--- config.mk ---
export PLATFORM = sky130hd
export DESIGN_NAME = busWakeResync
export DESIGN_NICKNAME = d
export VERILOG_FILES = /design/src/rtl/busWakePkg.sv /design/src/rtl/busWakeDatapath.sv /design/src/rtl/busWakeControl.sv /design/src/rtl/busWakeResync.sv
export SDC_FILE = /design/constraint.sdc
export NUM_CORES = 1
export LEC_CHECK = 0
export BUFFER_PORTS_ARGS = -buffer_cell sky130_fd_sc_hd__buf_2
export CORE_AREA = 2 2 39 41
export DETAILED_ROUTE_END_ITERATION = 8
export DIE_AREA = 0 0 41 43
export GPL_TIMING_DRIVEN = 0
export PLACE_DENSITY = 0.57
export SETUP_SLACK_MARGIN = 0.2
export SKIP_CTS_REPAIR_TIMING = 1
export SLEW_MARGIN = 5
export SYNTH_ARGS = -nofsm -noshare
export SYNTH_HDL_FRONTEND = slang
export SYNTH_SLANG_ARGS = --single-unit
--- constraint.sdc ---
create_clock -name clk -period 1.95 [get_ports clk]
set_clock_uncertainty 0.2 [all_clocks]
set_input_delay 0.0975 -clock clk [delete_from_list [all_inputs] [get_ports clk]]
set_output_delay 0.0975 -clock clk [all_outputs]
set_load 0.05 [all_outputs]
--- src/rtl/busWakePkg.sv ---
package busWakePkg;
  typedef struct packed {
    logic setFlag;
    logic clrFlag;
    logic cntClr;
    logic cntInc;
  } wakeStrobes_t;
endpackage

--- src/rtl/busWakeDatapath.sv ---
module busWakeDatapath
  import busWakePkg::*;
#(
  parameter int SYNC_STAGES = 2,
  parameter int RUN_LEN     = 11
) (
  input  logic         clk,
  input  logic         rstN,
  input  logic         rxIn,
  input  wakeStrobes_t strb,
  output logic         rxLevel,
  output logic         fallEdge,
  output logic         cntLast,
  output logic         wakeFlag
);
  localparam int CNT_W = $clog2(RUN_LEN + 1);

  logic [SYNC_STAGES-1:0] syncChain;
  logic                   rxPrev;
  logic [CNT_W-1:0]       runCnt;

  genvar gi;
  generate
    for (gi = 0; gi < SYNC_STAGES; gi++) begin : gSync
      if (gi == 0) begin : gFirst
        always_ff @(posedge clk or negedge rstN)
          if (!rstN) syncChain[gi] <= 1'b1;
          else       syncChain[gi] <= rxIn;
      end else begin : gNext
        always_ff @(posedge clk or negedge rstN)
          if (!rstN) syncChain[gi] <= 1'b1;
          else       syncChain[gi] <= syncChain[gi-1];
      end
    end
  endgenerate

  assign rxLevel  = syncChain[SYNC_STAGES-1];
  assign fallEdge = rxPrev & ~rxLevel;
  assign cntLast  = (runCnt == CNT_W'(RUN_LEN - 1));

  always_ff @(posedge clk or negedge rstN) begin
    if (!rstN) begin
      rxPrev   <= 1'b1;
      runCnt   <= '0;
      wakeFlag <= 1'b0;
    end else begin
      rxPrev <= rxLevel;
      if (strb.cntClr)      runCnt <= '0;
      else if (strb.cntInc) runCnt <= runCnt + 1'b1;
      if (strb.setFlag)      wakeFlag <= 1'b1;
      else if (strb.clrFlag) wakeFlag <= 1'b0;
    end
  end
endmodule

--- src/rtl/busWakeControl.sv ---
module busWakeControl
  import busWakePkg::*;
(
  input  logic         clk,
  input  logic         rstN,
  input  logic         selfWakeEn,
  input  logic         stopReq,
  input  logic         wakeFlagClr,
  input  logic         bitTick,
  input  logic         rxLevel,
  input  logic         fallEdge,
  input  logic         cntLast,
  output wakeStrobes_t strb,
  output logic         busSynced
);
  logic stopPrev;
  logic armed;
  logic stopEntry;

  assign stopEntry = stopReq & ~stopPrev;

  always_comb begin
    strb.setFlag = armed & stopReq & fallEdge;
    strb.clrFlag = wakeFlagClr;
    strb.cntClr  = stopReq | ~rxLevel | busSynced;
    strb.cntInc  = bitTick & rxLevel & ~stopReq & ~busSynced;
  end

  always_ff @(posedge clk or negedge rstN) begin
    if (!rstN) begin
      stopPrev  <= 1'b0;
      armed     <= 1'b0;
      busSynced <= 1'b0;
    end else begin
      stopPrev <= stopReq;
      if (!stopReq)       armed <= 1'b0;
      else if (stopEntry) armed <= selfWakeEn;
      if (stopReq)                         busSynced <= 1'b0;
      else if (strb.cntInc && cntLast)     busSynced <= 1'b1;
    end
  end
endmodule

--- src/rtl/busWakeResync.sv ---
module busWakeResync
  import busWakePkg::*;
#(
  parameter int SYNC_STAGES = 2,
  parameter int RUN_LEN     = 11
) (
  input  logic clk,
  input  logic rstN,
  input  logic rxIn,
  input  logic bitTick,
  input  logic selfWakeEn,
  input  logic wakeMaskEn,
  input  logic stopReq,
  input  logic wakeFlagClr,
  output logic wakeFlag,
  output logic wakeIrq,
  output logic busSynced
);
  wakeStrobes_t strb;
  logic rxLevel;
  logic fallEdge;
  logic cntLast;

  busWakeControl uCtrl (
    .clk(clk), .rstN(rstN), .selfWakeEn(selfWakeEn), .stopReq(stopReq),
    .wakeFlagClr(wakeFlagClr), .bitTick(bitTick), .rxLevel(rxLevel),
    .fallEdge(fallEdge), .cntLast(cntLast), .strb(strb), .busSynced(busSynced)
  );

  busWakeDatapath #(.SYNC_STAGES(SYNC_STAGES), .RUN_LEN(RUN_LEN)) uData (
    .clk(clk), .rstN(rstN), .rxIn(rxIn), .strb(strb), .rxLevel(rxLevel),
    .fallEdge(fallEdge), .cntLast(cntLast), .wakeFlag(wakeFlag)
  );

  assign wakeIrq = wakeFlag & wakeMaskEn;
endmodule

Word-level counts from Yosys, hierarchy flattened
Index checks and enable logic that the tools add are counted.
{"block": "classes", "n_addsub": 1, "n_eq_ne": 2, "muxes": 8, "bitwise_logic": 14, "reduce_logical": 4}
{"op": "$and A1 B1 Y1", "n": 8}
{"op": "$mux W4", "n": 2}
{"op": "$mux W1", "n": 6}
{"op": "$reduce_bool A2 Y1", "n": 3}
{"op": "$add A4 B1 Y4 const B", "n": 1}
{"op": "$eq A4 B4 Y1 const B", "n": 1}
{"op": "$not A1 Y1", "n": 4}
{"op": "$ne A2 B1 Y1 const B", "n": 1}
{"op": "$or A1 B1 Y1", "n": 2}
{"op": "$logic_and A1 B1 Y1", "n": 1}
{"block": "totals", "reg_bits": 11, "out_inout_bits": 3}

Longest topological paths before layout
Gate-level depths: netlist of the first run.
{"block": "logic_depth", "ltp_word": 6, "mapped_depth": 4}

By module
A second synthesis of the first run with hierarchy kept.
{"block": "unflattened", "hier_cells": 41, "hier_area_um2": 481.7}
{"module": "busWakeDatapath", "instances": 1, "cells_each": 28, "area_per_inst_um2": 342.8, "seq_area_each_um2": 203.9}
{"module": "busWakeControl", "instances": 1, "cells_each": 12, "area_per_inst_um2": 132.6, "seq_area_each_um2": 75.1}
{"module": "busWakeResync", "instances": 1, "cells_each": 1, "area_per_inst_um2": 6.3, "seq_area_each_um2": 0.0}

Worst setup path after synthesis of the first run
Ideal clock, no wire load.
{"block": "synth_path", "path_kind": "register to register", "startpoint": "register uCtrl.busSynced", "endpoint": "register uData.runCnt[3]", "setup_time_ns": 0.125, "t_arrival_ns": 1.152, "t_required_ns": 1.625, "path_slack_ns": 0.474, "stages_incl_launch_ff": 3, "n_path_buf": 0, "cell_sequence": "dfrtp_1 > and4bb_1 > mux2_2"}
{"block": "synth_between", "elab_chain_cells": 3}
{"element": "from (decl)", "line": "busWakeControl.sv:14", "rtl": "output logic busSynced"}
{"element": "from (signal assigned)", "line": "busWakeControl.sv:33", "rtl": "busSynced <= 1'b0;"}
{"element": "from (signal assigned)", "line": "busWakeControl.sv:38", "rtl": "if (stopReq) busSynced <= 1'b0;"}
{"element": "from (signal assigned)", "line": "busWakeControl.sv:39", "rtl": "else if (strb.cntInc && cntLast) busSynced <= 1'b1;"}
{"element": "$not A1 Y1", "line": "busWakeControl.sv:26", "rtl": "strb.cntInc = bitTick & rxLevel & ~stopReq & ~busSynced;"}
{"element": "$and A1 B1 Y1", "line": "busWakeControl.sv:26"}
{"element": "$reduce_bool A2 Y1 (no source line)"}
{"element": "to (signal assigned)", "line": "busWakeDatapath.sv:49", "rtl": "else if (strb.cntInc) runCnt <= runCnt + 1'b1;"}
{"element": "to (decl)", "line": "busWakeDatapath.sv:20", "rtl": "logic [CNT_W-1:0] runCnt;"}
Several ways; a longest one is shown, not always the timed one.
A chain may end at the register's enable or synchronous reset.

Worst setup path in the final report of the first run
{"block": "layout_path", "startpoint": "register uData.syncChain[1], in the netlist uData.rxLevel", "endpoint": "register uData.runCnt[1]"}
{"block": "layout_between", "elab_chain_cells": 4}
{"element": "from (decl)", "line": "busWakeDatapath.sv:18", "rtl": "logic [SYNC_STAGES-1:0] syncChain;"}
{"element": "from (signal, indexed assignment)", "line": "busWakeDatapath.sv:32", "rtl": "else syncChain[gi] <= syncChain[gi-1];"}
{"element": "$and A1 B1 Y1 / $not A1 Y1 (equally long branches)", "line": "busWakeControl.sv:26, busWakeControl.sv:25"}
{"element": "$and A1 B1 Y1 / $or A1 B1 Y1 (equally long branches) (2 in series)", "line": "busWakeControl.sv:26, busWakeControl.sv:25"}
{"element": "$reduce_bool A2 Y1 (no source line) / $mux W4 (equally long branches)"}
Several ways; a longest one is shown, not always the timed one.

==> results of run 1 <==
==> metrics by stage <==
step	hold slack [ns]	instances	instance area [um2]	total power [W]	worst slack, ns
2_1_floorplan	-0.398	37	485	0.000263	0.474
3_3_place_gp	-0.219	63	556	0.000281	0.606
3_5_place_dp	-0.222	63	556	0.000282	0.599
4_1_cts	-0.521	67	583	0.000443	0.580
5_1_grt	0.0547	73	643	0.000465	0.540
6_report	0.0176	73	643	0.000442	0.591
==> worst register-to-register path, cell delays in order (launching register included) <==
cell     delay (ns)
dfstp_2        0.57
or3b_4         0.42
a21oi_2        0.11
==> cell usage in the layout, fill, tap and decap left out, drive strengths merged <==
cell	n
o21ai	1
ha	2
clkinv	1
nor2b	1
dfrtp	8
o32ai	1
and4bb	1
nor4b	1
or3b	1
a21bo	1
buf	10
nand4b	1
inv	3
nand2	1
or2b	1
clkbuf	3
xnor2	1
nand3b	2
dlygate4sd3	6
nand4	1
a21oi	2
dfstp	3
nor2	1
mux2	1
mux2i	1
and2	1
nand2b	1
==> worst max path at each step <==
stage | from | end | slack, ns
5_1_grt | uData.runCnt[0] | uData.runCnt[1] | 0.54
4_1_cts | uData.rxLevel | uData.runCnt[1] | 0.58
6_report | uData.rxLevel | uData.runCnt[1] | 0.59
3_5_place_dp | uData.rxLevel | uData.runCnt[1] | 0.60
2_1_floorplan | uCtrl.busSynced | uData.runCnt[3] | 0.47
3_3_place_gp | uData.rxLevel | uData.runCnt[2] | 0.61
==> logic make-up after synthesis <==
logic type                 count (synthesis)  synth area share [%]
muxes                                      2                  4.38
and+or+nand+nor                           13                  20.4
buffers and inverters                      3                  2.32
DFF                                       11                  57.5
xor gates and xnor gates                   1                  1.80
AOI/OAI and AO/OA                          5                  8.51
adders and majority gates                  2                  5.15
==> where the power goes <==
part | switching [W] | leakage (nW) | internal, W | total (W)
Sequential | 0.00000517 | 0.140 | 0.000238 | 0.000243
Clock | 0.0000800 | 0.0177 | 0.0000760 | 0.000156
Combinational | 0.0000203 | 0.138 | 0.0000225 | 0.0000428
==> flip-flops by register name, summed over array words and instances, names as in the netlist <==
signal	count
uCtrl.armed	1
uCtrl.busSynced	1
uCtrl.stopPrev	1
uData.runCnt	4
uData.rxLevel	1
uData.rxPrev	1
uData.syncChain	1
uData.wakeFlag	1
==> metal layers <==
layer	wire (um)	GRT usage, %
met1	401	13.5
met2	387	14.1
met3	66	7.85
met4	0	4.00
met5	0	0
==> layout make-up <==
cell class / instances / area share, %
Multi-Input combinational cell: 23 / 30.4
Inverter: 3 / 1.75
Clock inverter: 1 / 0.778
Sequential cell: 11 / 43.4
Timing Repair Buffer: 16 / 17.1
Tap cell: 16 / 3.11
Clock buffer: 3 / 3.50
==> flow_metrics.tcl, run 1 <==
set metrics [dict create \
    multiInputGateArea_um2 195 \
    synthTopCellsByCount "8 x dfrtp_1, 3 x dfstp_2, 3 x inv_1" \
    critPathMaxFanout 6 \
    rsz0062_at_grt "false" \
    synth_cells 37 \
    path_delay_family "flip-flops" \
    fin_crit_ns 1.36 \
    post-route-util_pct 46.5 \
    setup_viol 0 \
    path_depth 2 \
    tns_ns 0 \
    cts_made_buffers 3 \
    seq_area_um2 279 \
    r2r_slack_ns 0.59 \
    r2r_cells 2 \
    io_pins 11 \
    wl_per_cell_um 11.7 \
    clkSinkCount 11 \
    hold_viol_final 0 \
    path_class "flip-flop to flip-flop" \
    fmax_mhz 736 \
    power_density_nw_per_um2 687 \
    grt_max_degree 12 \
    start_util_pct 35.1 \
    synth.distinct_cells 23 \
    routed_via_density 4.73 \
    hold_path.class "input pin to asynchronous set/reset pin" \
    netlist.area_leader.share_pct 41.2 \
    period_share_pct 69.7 \
    n_antenna_cell 0 \
    clockBufferDepth 2 \
    drc 0 \
    synth_flop_cell "dfrtp_1" \
    syn_avg_cell_area_um2 13.1 \
    synth_area_um2 485 \
    num_vias 345 \
    worst-path-buf-inv 0 \
    maxCapViolations 0 \
    critical_path.slowest_cell "dfstp_2" \
    slew_violations 0 \
    synth_edf_count 0 \
    synthArstFlopShare_pct 100 \
    grt_pass1_vias 280 \
    syn_to_final_growth_pct 32.5 \
    cts_max_level 1 \
    rows 14 \
    status "finished clean" \
    die_h_um 43 \
    wl_um 855 \
    yosys_warnings 0 \
    cts_root_buf "clkbuf_4" \
    yosysTopAreaCell "dfrtp_1" \
    r2r_start "uData.rxLevel" \
    dpl.hpwl_um 583 \
    die_area_um2 1760 \
    path_clk_slew_ns 0.07 \
    cp.required_ns 1.96 \
    endpoint_kind "flip-flop" \
    ir_worst_vdd_mv 0.401 \
    final_nets 68 \
    fillers 139 \
    drtIter0Drc 2 \
    grt_remaining_overflow 0 \
    max_slew_margin_pct 81.3 \
    io_buffers 10 \
    ant_nets 0 \
    synth.most_common_cell "dfrtp_1" \
    worstPathCellList "or3b_4, a21oi_2" \
    crit_arrival_ns 1.37 \
    r2r_end "uData.runCnt[1]" \
    ys_ff_latch 11 \
    antenna_found_initial 0 \
    worstMarginPinSlew_ns 0.277 \
    grt_usage_pct 10.8 \
    chipWidth_um 41 \
    power_leakage_nw 0.295 \
    synth.area.top_cells "dfrtp_1 41%, dfstp_2 16%, ha_1 5.2%" \
    dr.pass1.iters 2 \
    grt_pass1_wl_um 1190 \
    cp_slowest_stage_delay_ns 0.57 \
    clk_latency_ns 0.27 \
    gp_congestion 0.635 \
    drive_gt1_share_pct 40.4 \
    worstSetupStartpointType "flip-flop" \
    seq_area_frac_synth_pct 57.5 \
    syn_nets 47 \
    cts_tree "done" \
    coreArea_um2 1380 \
]
(Power assumes the default switching activity.)
==> run 2, diff against run 1 <==
--- a/config.mk
+++ b/config.mk
@@ -5,12 +5,13 @@
 export SDC_FILE = /design/constraint.sdc
 export NUM_CORES = 1
 export LEC_CHECK = 0
+export ABC_AREA = 1
 export BUFFER_PORTS_ARGS = -buffer_cell sky130_fd_sc_hd__buf_2
 export CORE_AREA = 2 2 39 41
 export DETAILED_ROUTE_END_ITERATION = 8
 export DIE_AREA = 0 0 41 43
 export GPL_TIMING_DRIVEN = 0
-export PLACE_DENSITY = 0.57
+export PLACE_DENSITY = 0.58
 export SETUP_SLACK_MARGIN = 0.2
 export SKIP_CTS_REPAIR_TIMING = 1
 export SLEW_MARGIN = 5
==> constraint.sdc (replaced) <==
create_clock -name clk -period 1.2 [get_ports clk]
set_clock_uncertainty 0.2 [all_clocks]
set_input_delay 0.06 -clock clk [delete_from_list [all_inputs] [get_ports clk]]
set_output_delay 0.06 -clock clk [all_outputs]
set_load 0.05 [all_outputs]
==> run 2 against run 1 <==
  * The flow now finishes with violations (negative hold slack, negative setup slack)
  * Largest cell class unchanged
  * Sequential power increased by 63%
  * Clock power is 65% higher
  * First-iteration DRC count increased to 3.5 times the previous value
  * Sequential share of layout area decreased by 2.8 points
  * Die area unchanged
  * Critical path type is now flip-flop to primary output
  * Flip-flop and latch count unchanged
  * Register-to-register slack worse by 0.60 ns
==> flow_metrics.tcl, run 2 <==
set metrics [dict create \
    netlist.area_leader.share_pct 42.3 \
    path_class "flip-flop to primary output" \
    wl_per_cell_um 9.84 \
    rows 14 \
    p_sw_w 0.000185 \
    sw_frac_of_total_pct 25.3 \
    clockBufferDepth 2 \
    placed_area_um2 554 \
    synth.area.top_cells "dfrtp_1 42%, dfstp_2 17%, nand2_1 13%" \
    syn_avg_cell_area_um2 9.27 \
    cts_made_buffers 3 \
    coreArea_um2 1380 \
    seq_area_frac_synth_pct 59.0 \
    comb_power_share_pct 10.4 \
    path_clk_slew_ns 0.07 \
    maxCapViolations 0 \
    endpoint_kind "primary output" \
    dpl.hpwl_um 545 \
    fin_crit_ns 1.26 \
    wl_um 856 \
    hold_path.class "input pin to flip-flop" \
    layout_commonest_cell "nand2_1" \
    synth_cells 51 \
    hold_viol_final 12 \
    fin_area_um2 694 \
    drc 0 \
    ant_nets 0 \
    synth_area_um2 473 \
    antenna_found_initial 0 \
    start_util_pct 34.2 \
    gp_congestion 0.720 \
    grt_pass1_vias 303 \
    whs_ns -0.0991 \
    synthArstFlopShare_pct 100 \
    final_cell_mix "13 x nand2_1, 8 x buf_2, 6 x inv_1, 6 x dfrtp_1, 5 x dlygate4sd3_1" \
    critPathMaxFanout 3 \
    syn_to_final_growth_pct 46.8 \
    chipWidth_um 41 \
    max_slew_margin_pct 81.9 \
    grt_remaining_overflow 0 \
    post-route-util_pct 50.2 \
    clkSinkCount 11 \
    routed_via_density 4.46 \
    cts_max_level 1 \
    setup_viol 3 \
    synthTopCellsByCount "16 x nand2_1, 8 x dfrtp_1, 8 x inv_1" \
    crit_arrival_ns 1.00 \
    io_pins 11 \
    dr.pass1.iters 4 \
    fmax_mhz 795 \
    ys_ff_latch 11 \
    grt_max_degree 12 \
    cp.required_ns 0.94 \
    die_area_um2 1760 \
    grt_usage_pct 10.4 \
    fin_ws_ns -0.0580 \
    slew_violations 0 \
    power_leakage_nw 0.329 \
    synth_flop_cell "dfrtp_1" \
    worstSetupStartpointType "flip-flop" \
    p_clk_share_pct 35.3 \
    yosys_warnings 0 \
    yosysTopAreaCell "dfrtp_1" \
    layout.cells.non_filler 87 \
    largest_reg_flops 4 \
    rsz0062_at_grt "true" \
    worstMarginPinSlew_ns 0.271 \
    pwr-share-seq_pct 54.3 \
    synth.distinct_cells 15 \
    status "complete, but fails checks" \
    drive_gt1_share_pct 46.5 \
    cts_tree "done" \
    violations "negative hold slack, negative setup slack" \
    syn_nets 61 \
    synth.most_common_cell "nand2_1" \
    ir_worst_vdd_mv 0.773 \
    num_vias 388 \
    n_antenna_cell 0 \
    clk_latency_ns 0.27 \
    internal_power_w 0.000546 \
    dp.cells 77 \
    largest_register "uData.runCnt" \
    final_nets 82 \
    power_density_nw_per_um2 1050 \
    cts_root_buf "clkbuf_4" \
    grt_pass1_wl_um 1200 \
    drtIter0Drc 7 \
    period_share_pct 105 \
    die_h_um 43 \
    io_buffers 10 \
    synth_edf_count 0 \
]
## run 2: cell types whose count changed in the layout (fill, tap and decap cells not counted), sizes merged, moves of 2 or more
| cell | delta |
|---|---|
| nand2 | +15 |
| inv | +5 |
| nor2 | +4 |
| nand3 | +2 |
| nand3b | -2 |
## run 2: cells by family after synthesis
| logic type | Yosys count | share of synthesized area [%] |
|---|---|---|
| buffers and inverters | 9 | 7.14 |
| AO/OA/AOI/OAI | 3 | 3.44 |
| XOR/XNOR | 1 | 1.85 |
| AND/OR/NAND/NOR | 25 | 23.3 |
| flip-flops | 11 | 59.0 |
| adder cells (fa/ha/maj) | 2 | 5.29 |
## run 2: layout make-up
| cell class | count | area, um2 |
|---|---|---|
| repair buffers | 16 | 128 |
| clock inverters | 1 | 5.00 |
| flip-flops and latches | 11 | 282 |
| well taps | 16 | 20.0 |
| inverters | 9 | 37.5 |
| clock buffers | 3 | 22.5 |
| fillers | 133 | 689 |
| multi-input cells | 31 | 200 |
## run 2: through the flow
step,setup TNS [ns],worst slack (ns),total power [W]
after global routing,-0.356,-0.102,0.000768
after global placement,0,0.00473,0.000454
final,-0.0720,-0.0580,0.000731
after floorplan,0,0.0687,0.000427
after CTS,-0.155,-0.109,0.000715
after detailed placement,0,0.00487,0.000456
## run 2: critical path: stages (launching register included)
cell	delay, ns
dfrtp_2	0.42
nand2_2	0.08
clkinvlp_4	0.08
buf_8	0.15
## run 2: final timing paths
| check | from | to | slack (ns) | cells past startpoint |
|---|---|---|---|---|
| max in group asynchronous | rstN | uData.rxPrev | 0.57 | 2 |
| worst max-delay path | uData.wakeFlag | wakeIrq | -0.06 | 3 |
| worst min-delay path | bitTick | uData.runCnt[1] | -0.1 | 4 |
| worst min register to register | uData.syncChain[0] | uData.rxLevel | 0.16 | 0 |
| worst max register to register | uData.rxLevel | uCtrl.busSynced | -0.01 | 4 |
| min in group asynchronous | rstN | uCtrl.busSynced | -0.03 | 2 |
## run 2: per-layer routing
metal	GRT usage, %	routed length (um)
met4	10.0	19
met3	1.57	47
met2	14.4	419
met1	12.9	369
met5	0	0
## run 2: power groups by stage
stage | Combinational [W] | Clock [W] | Sequential (W)
6_report | 0.0000759 | 0.000258 | 0.000397
5_1_grt | 0.0000833 | 0.000286 | 0.000399
4_1_cts | 0.0000533 | 0.000266 | 0.000396
3_5_place_dp | 0.0000531 | 0 | 0.000403
3_3_place_gp | 0.0000525 | 0 | 0.000402
2_1_floorplan | 0.0000218 | 0 | 0.000406
